`config.mk`:
```
export PLATFORM = sky130hd
export DESIGN_NAME = timer_host_regs
export DESIGN_NICKNAME = d
export VERILOG_FILES = /design/src/rtl/timer_host_pkg.sv /design/src/rtl/thr_cw_decode.sv /design/src/rtl/thr_channel.sv /design/src/rtl/timer_host_regs.sv
export SDC_FILE = /design/constraint.sdc
export NUM_CORES = 1
export LEC_CHECK = 0
export BUFFER_PORTS_ARGS = -buffer_cell sky130_fd_sc_hd__buf_4
export CORE_MARGIN = 8
export CORE_UTILIZATION = 35
export DETAILED_ROUTE_END_ITERATION = 7
export PLACE_DENSITY = 0.54
export SYNTH_ARGS = -nofsm -noshare
export SYNTH_HDL_FRONTEND = slang
export SYNTH_SLANG_ARGS = --single-unit
```
`constraint.sdc`:
```
create_clock -name clk -period 2.83 [get_ports clk]
set_clock_uncertainty 0.15 [all_clocks]
set_input_delay 0.566 -clock clk [delete_from_list [all_inputs] [get_ports clk]]
set_output_delay 0.566 -clock clk [all_outputs]
set_load 0.005 [all_outputs]
```
`src/rtl/timer_host_pkg.sv`:
```
package timer_host_pkg;
    localparam int BYTE_W = 8;
    localparam int CNT_W  = 2 * BYTE_W;
    localparam int MODE_W = 3;
    localparam int CWF_W  = 6;

    typedef enum logic [1:0] {
        ACC_LATCH = 2'b00,
        ACC_LO    = 2'b01,
        ACC_HI    = 2'b10,
        ACC_LH    = 2'b11
    } acc_t;

    localparam logic [CWF_W-1:0] CWF_RESET = 6'h30;
    localparam logic [1:0]       SEL_CTL   = 2'd3;
endpackage

```
`src/rtl/thr_cw_decode.sv`:
```
module thr_cw_decode
    import timer_host_pkg::*;
#(
    parameter int NUM_CH = 3
) (
    input  logic              ctl_wr_i,
    input  logic [BYTE_W-1:0] cw_i,
    output logic [NUM_CH-1:0] cw_wr_o,
    output logic [NUM_CH-1:0] cnt_latch_o,
    output logic [NUM_CH-1:0] st_latch_o
);
    logic [1:0] chan_f;
    logic       is_rb;
    acc_t       acc_f;

    assign chan_f = cw_i[7:6];
    assign acc_f  = acc_t'(cw_i[5:4]);
    assign is_rb  = (chan_f == SEL_CTL);

    for (genvar i = 0; i < NUM_CH; i++) begin : g_ch
        logic hit;
        logic rb_pick;
        assign hit     = ctl_wr_i && !is_rb && (chan_f == 2'(i));
        assign rb_pick = ctl_wr_i && is_rb && cw_i[1 + i];
        assign cw_wr_o[i]     = hit && (acc_f != ACC_LATCH);
        assign cnt_latch_o[i] = (hit && (acc_f == ACC_LATCH)) || (rb_pick && !cw_i[5]);
        assign st_latch_o[i]  = rb_pick && !cw_i[4];
    end
endmodule

```
`src/rtl/thr_channel.sv`:
```
module thr_channel
    import timer_host_pkg::*;
(
    input  logic              clk,
    input  logic              rst_n,
    input  logic              cw_wr_i,
    input  logic [CWF_W-1:0]  cw_i,
    input  logic              cnt_latch_i,
    input  logic              st_latch_i,
    input  logic              data_wr_i,
    input  logic              data_rd_i,
    input  logic [BYTE_W-1:0] wdata_i,
    input  logic [CNT_W-1:0]  live_cnt_i,
    input  logic              live_out_i,
    input  logic              live_null_i,
    output logic [BYTE_W-1:0] rdata_o,
    output logic [MODE_W-1:0] mode_o,
    output logic              load_o,
    output logic [CNT_W-1:0]  load_val_o
);
    typedef struct packed {
        logic [CWF_W-1:0]  cw;
        logic              rd_hi;
        logic              wr_hi;
        logic [BYTE_W-1:0] lo_hold;
        logic              cnt_vld;
        logic [CNT_W-1:0]  cnt_lat;
        logic              st_vld;
        logic [BYTE_W-1:0] st_lat;
        logic              load;
        logic [CNT_W-1:0]  load_val;
    } ch_state_t;

    ch_state_t s_d, s_q;
    acc_t      acc;
    logic      seq_done;
    logic      byte_hi;
    logic [CNT_W-1:0] rd_src;

    assign acc = acc_t'(s_q.cw[5:4]);

    always_comb begin
        s_d      = s_q;
        s_d.load = 1'b0;
        seq_done = 1'b0;

        if (data_wr_i) begin
            case (acc)
                ACC_LO: begin
                    s_d.load_val = {{BYTE_W{1'b0}}, wdata_i};
                    s_d.load     = 1'b1;
                end
                ACC_HI: begin
                    s_d.load_val = {wdata_i, {BYTE_W{1'b0}}};
                    s_d.load     = 1'b1;
                end
                ACC_LH: begin
                    if (!s_q.wr_hi) begin
                        s_d.lo_hold = wdata_i;
                        s_d.wr_hi   = 1'b1;
                    end else begin
                        s_d.load_val = {wdata_i, s_q.lo_hold};
                        s_d.load     = 1'b1;
                        s_d.wr_hi    = 1'b0;
                    end
                end
                default: ;
            endcase
        end

        if (data_rd_i) begin
            if (s_q.st_vld) begin
                s_d.st_vld = 1'b0;
            end else begin
                seq_done = (acc != ACC_LH) || s_q.rd_hi;
                if (acc == ACC_LH) s_d.rd_hi = !s_q.rd_hi;
                if (seq_done)      s_d.cnt_vld = 1'b0;
            end
        end

        if (cnt_latch_i && !s_q.cnt_vld) begin
            s_d.cnt_vld = 1'b1;
            s_d.cnt_lat = live_cnt_i;
        end

        if (st_latch_i && !s_q.st_vld) begin
            s_d.st_vld = 1'b1;
            s_d.st_lat = {live_out_i, live_null_i, s_q.cw};
        end

        if (cw_wr_i) begin
            s_d.cw    = cw_i;
            s_d.rd_hi = 1'b0;
            s_d.wr_hi = 1'b0;
        end
    end

    always_ff @(posedge clk or negedge rst_n) begin
        if (!rst_n) begin
            s_q          <= '0;
            s_q.cw       <= CWF_RESET;
        end else begin
            s_q <= s_d;
        end
    end

    assign rd_src  = s_q.cnt_vld ? s_q.cnt_lat : live_cnt_i;
    assign byte_hi = (acc == ACC_HI) || ((acc == ACC_LH) && s_q.rd_hi);

    always_comb begin
        if (s_q.st_vld)   rdata_o = s_q.st_lat;
        else if (byte_hi) rdata_o = rd_src[CNT_W-1:BYTE_W];
        else              rdata_o = rd_src[BYTE_W-1:0];
    end

    assign mode_o     = s_q.cw[2] ? {1'b0, s_q.cw[2:1]} : s_q.cw[3:1];
    assign load_o     = s_q.load;
    assign load_val_o = s_q.load_val;

    // an unread status snapshot stays put
    p_status_kept_r7: assert property (@(posedge clk) disable iff (!rst_n)
        s_q.st_vld && !data_rd_i |=> s_q.st_vld && $stable(s_q.st_lat));

    // an unread count snapshot stays put
    p_count_kept_r7: assert property (@(posedge clk) disable iff (!rst_n)
        s_q.cnt_vld && !data_rd_i |=> s_q.cnt_vld && $stable(s_q.cnt_lat));

    // reading the status leaves a latched count pending
    p_status_first_r10: assert property (@(posedge clk) disable iff (!rst_n)
        s_q.st_vld && s_q.cnt_vld && data_rd_i |=> s_q.cnt_vld && !s_q.st_vld);

    // control write clears both toggles
    p_cw_clears_toggles_r12: assert property (@(posedge clk) disable iff (!rst_n)
        cw_wr_i |=> !s_q.rd_hi && !s_q.wr_hi);

    // second byte of a pair produces a load built from the held first byte
    p_pair_load_r4: assert property (@(posedge clk) disable iff (!rst_n)
        data_wr_i && (acc == ACC_LH) && s_q.wr_hi
        |=> load_o && (load_val_o[BYTE_W-1:0] == $past(s_q.lo_hold)));

    // a load strobe never lasts two cycles without a new write
    p_load_single_r3: assert property (@(posedge clk) disable iff (!rst_n)
        load_o && !data_wr_i |=> !load_o);
endmodule

```
`src/rtl/timer_host_regs.sv`:
```
module timer_host_regs
    import timer_host_pkg::*;
#(
    parameter int NUM_CH = 3
) (
    input  logic                     clk,
    input  logic                     rst_n,
    input  logic [1:0]               sel_i,
    input  logic                     wr_en_i,
    input  logic                     rd_en_i,
    input  logic [7:0]               wdata_i,
    output logic [7:0]               rdata_o,
    input  logic [NUM_CH*CNT_W-1:0]  cnt_live_i,
    input  logic [NUM_CH-1:0]        out_lvl_i,
    input  logic [NUM_CH-1:0]        null_cnt_i,
    output logic [NUM_CH*MODE_W-1:0] mode_o,
    output logic [NUM_CH-1:0]        cw_wr_o,
    output logic [NUM_CH-1:0]        load_o,
    output logic [NUM_CH*CNT_W-1:0]  load_val_o
);
    logic [NUM_CH-1:0] cw_wr;
    logic [NUM_CH-1:0] cnt_latch;
    logic [NUM_CH-1:0] st_latch;
    logic [BYTE_W-1:0] ch_rdata [NUM_CH];
    logic              ctl_wr;

    assign ctl_wr = wr_en_i && (sel_i == SEL_CTL);

    thr_cw_decode #(.NUM_CH(NUM_CH)) u_dec (
        .ctl_wr_i    (ctl_wr),
        .cw_i        (wdata_i),
        .cw_wr_o     (cw_wr),
        .cnt_latch_o (cnt_latch),
        .st_latch_o  (st_latch)
    );

    for (genvar i = 0; i < NUM_CH; i++) begin : g_chan
        logic picked;
        assign picked = (sel_i == 2'(i));

        thr_channel u_ch (
            .clk         (clk),
            .rst_n       (rst_n),
            .cw_wr_i     (cw_wr[i]),
            .cw_i        (wdata_i[CWF_W-1:0]),
            .cnt_latch_i (cnt_latch[i]),
            .st_latch_i  (st_latch[i]),
            .data_wr_i   (wr_en_i && picked),
            .data_rd_i   (rd_en_i && picked),
            .wdata_i     (wdata_i),
            .live_cnt_i  (cnt_live_i[i*CNT_W +: CNT_W]),
            .live_out_i  (out_lvl_i[i]),
            .live_null_i (null_cnt_i[i]),
            .rdata_o     (ch_rdata[i]),
            .mode_o      (mode_o[i*MODE_W +: MODE_W]),
            .load_o      (load_o[i]),
            .load_val_o  (load_val_o[i*CNT_W +: CNT_W])
        );
    end

    always_comb begin
        rdata_o = '0;
        for (int k = 0; k < NUM_CH; k++) begin
            if (sel_i == 2'(k)) rdata_o = ch_rdata[k];
        end
    end

    assign cw_wr_o = cw_wr;

    // a control word addresses at most one channel
    p_cw_onehot_r1: assert property (@(posedge clk) disable iff (!rst_n)
        $onehot0(cw_wr));

    // data-port writes never count as control words
    p_data_not_ctl_r1: assert property (@(posedge clk) disable iff (!rst_n)
        wr_en_i && (sel_i != SEL_CTL) |-> (cw_wr == '0));
endmodule

```
==> metrics.md <==
| Metric | Value |
|---|---|
| Status | completed |
| Initial antenna violation count | 0 |
| Skew-Pair Late Insertion Delay | 0.44 ns |
| FF-to-FF path depth | 4 |
| NetSw | between 2 and 3 mW |
| Die W | ~180 um |
| Synthesis Warnings | 0 |
| Tcrit/Tclk final | a little over nine tenths |
| Die ar. | approximately 30,000 um^2 |
| Setup crit start kind | register |
| Largest net degree at the start of global routing | 65 |
| Final Non-Filler Cells | 1,193 |
| Hold path endpoint | g_chan[0].u_ch.s_q[29]$_DFFE_PN0P_ |
| Ports | 139 |
| Vias in the first global route | around 6,400 |
| Cells after DPL | roughly 1,200 |
| Via-to-Cell Ratio | around 5.2 |
| CTS root buffer | clkbuf_16 |
| Congestion Overflow GR | 0 |
| Leak pwr | 4.94 nW |
| Crit end category | output port |
| Clock share of power | around 28% |
| Most frequent cells in the layout | 170 x dfrtp_1, 168 x buf_4, 124 x mux2_2 |
| Ant. Diodes | 0 |
| Syn Area/Cell | between 10 and 15 um^2 |
| Initial Util | roughly 35% |
| Final hold vios | 0 |
| Clock transition at path regs | approximately 0.08 ns |
| Finish-stage setup viols | 0 |
| Fillers | around 2,400 |
| RSZ-0062 raised after global routing | true |
| Gp weighted congestion | ~0.78 |
| Most common cell after layout, fill and taps aside | dfrtp_1 |
| Ys flop type | dfrtp_1 |
| Sequential group share of total power | 43.4% |
| Post-Syn Nets | approximately 840 |
| FMAX | 0.358 GHz |
| Max capacitance violation total | 0 |
| Hold path depth | 2 |
| Pwr dens | between 700 and 800 nW/um^2 |
| TNS Setup | 0 ns |
| Worst hold path class | input pin to register |
| DRT Pass-1 Iters | 7 |
| CTS Buffer Depth | 2 |
| RR Endpoint | g_chan[2].u_ch.load_val_o[3]$_DFFE_PN0P_ |
| Wire length per cell | 20.5 um |
| Gr usage total | between 10% and 20% |
| CTS tree | built |
| Asr flop ratio synth | 100% |
| Crit path DAT | between 2 and 2.5 ns |
| Relative slew slack | 40.4% |
| Num rows | 58 |
| #FFs+latches synth | 177 |
| Seq/Total Area, Yosys | 50.1% |
| Fin. max-slew vios | 0 |
| Internal | about 5.7 mW |
| Final min period | 2.79 ns |
| Reg area | about 4400 um^2 |
| NumNets Final | just over 900 |
| Reg2reg start | g_chan[2].u_ch.acc[0]$_DFFE_PN1P_ |
| Vias | just over 6,000 |
| Total CTS buffers | 17 |
| Total power | between 8 and 9 mW |
| Core area | approximately 25,000 um^2 |
| Yosys cell types | roughly 50 |
| Post-synth EDFFs | 0 |
| Worst slew pin tran | ~0.89 ns |
| WS Path Type | register to output port |
| Reg-to-reg slack, setup | 0.38 ns |
| Peak supply drop | 342 uV |
| Max H-tree Level | 4 |
| First-pass GRT wire length | 37.9 mm |
| Syn-to-layout area delta | 21.8% |
| DIE HEIGHT | ~180 um |
| Switching share of power | about a third |
| Crit Path Max Fanout | 9 |
| Detail Placement HPWL | 17.4 mm |
| Clock sinks | roughly 180 |
| DRT iter0 DRCs | about 380 |
| Proportion of layout cells with a drive suffix above 1 | between 40% and 50% |
| Final wirelength | between 20 and 25 mm |
| Logic pwr share | 28.5% |
| Post-DRT Antenna Nets | 0 |
| Residual DRC | 0 |
| Synthesized instance count | approximately 770 |
| CP required | roughly 2.1 ns |
| CP startpoint | g_chan[1].u_ch.acc[0]$_DFFE_PN1P_ |
| Multi-input logic area | roughly 3800 um^2 |
| Mapped Area | around 9000 um^2 |
| IO Port Bufs | about 140 |
| Hold_sp | cnt_live_i[3] |
synthesized netlist by cell type (all sizes together) (10+ instances only):
library cell | instances | area [um^2]
inv | 14 | 52.6
clkbuf | 38 | 143
a221oi | 24 | 210
nand4b | 10 | 87.6
nor2 | 36 | 135
a21oi | 11 | 55.1
mux2 | 124 | 1400
nor2b | 22 | 138
nand2 | 45 | 171
buf | 80 | 552
o21ai | 15 | 75.1
dfrtp | 171 | 4280
mux2i | 16 | 160
a211oi | 16 | 120
nand2b | 13 | 81.3
nand4 | 19 | 125
a22o | 43 | 377
worst max-delay path by stage:
stage            endpoint  cells after the start
3_3_place_gp   rdata_o[2]                      5
5_1_grt        rdata_o[5]                      5
3_5_place_dp   rdata_o[2]                      5
4_1_cts        rdata_o[7]                      7
6_report       rdata_o[1]                      5
2_1_floorplan  rdata_o[0]                      5
worst max-delay path, stage by stage, from the launching register on:
cell	delay, ns
dfstp_2	0.56
nand2b_4	0.12
a221oi_2	0.32
a211oi_1	0.10
o32a_1	0.39
buf_4	0.15
kinds of logic (layout without fill, tap and decap cells):
| group | after synthesis | after routing | share of synthesized area (%) |
|---|---|---|---|
| compound gates | 145 | 145 | 12.8 |
| xor+xnor | 3 | 3 | 0.297 |
| buf+inv | 133 | 228 | 8.48 |
| flops | 177 | 177 | 50.1 |
| mux | 140 | 140 | 17.6 |
| simple gates | 170 | 170 | 10.8 |
flip-flops by register name, indices dropped and copies added, names as in the netlist:
signal                  count
g_chan.u_ch.s_q           120
g_chan.u_ch.load_val_o     48
g_chan.u_ch.acc             6
g_chan.u_ch.load_o          3
power groups by stage:
stage / Combinational, mW / Sequential, mW / Clock (mW)
3_5_place_dp: 2.21 / 3.70 / 0
4_1_cts: 2.26 / 3.66 / 2.42
6_report: 2.39 / 3.64 / 2.35
2_1_floorplan: 1.60 / 3.53 / 0
3_3_place_gp: 2.18 / 3.69 / 0
5_1_grt: 2.62 / 3.72 / 2.53
final cells by class:
cell class / count / area share (%)
Sequential cell: 177 / 41.2
Multi-Input combinational cell: 458 / 35.1
Timing Repair Buffer: 181 / 13.9
Clock buffer: 17 / 3.94
Tap cell: 330 / 3.83
Clock inverter: 15 / 1.51
Inverter: 15 / 0.522
per-stage QoR:
stage	hold WS (ns)	setup WS [ns]	util (%)	cell area, um^2
after detailed placement	0.341	0.165	39.8	9960
after CTS	0.198	0.000677	42.4	10600
final	0.215	0.0368	43.1	10800
after global placement	0.337	0.184	39.8	9960
after global routing	0.197	-0.0453	43.1	10800
after floorplan	0.120	0.491	-	8850
per-layer routing:
layer | up-vias | GRT usage (%) | wire, um
li1 | 2917 | - | -
met1 | 3070 | 21.9 | 11900
met2 | 157 | 24.3 | 11000
met3 | 17 | 4.25 | 1270
met4 | 0 | 4.38 | 309
met5 | - | 0 | 0
repair_timing:
item                                    in CTS  in global routing
pin swaps                                    2                  5
hold buffers                                 1                  0
buffers inserted                             0                  4
cloned                                       0                  2
hold endpoints to repair                    33                  0
endpoints found under the setup margin       8                  8
gates resized for setup                     13                 13
(Power assumes the default switching activity.)
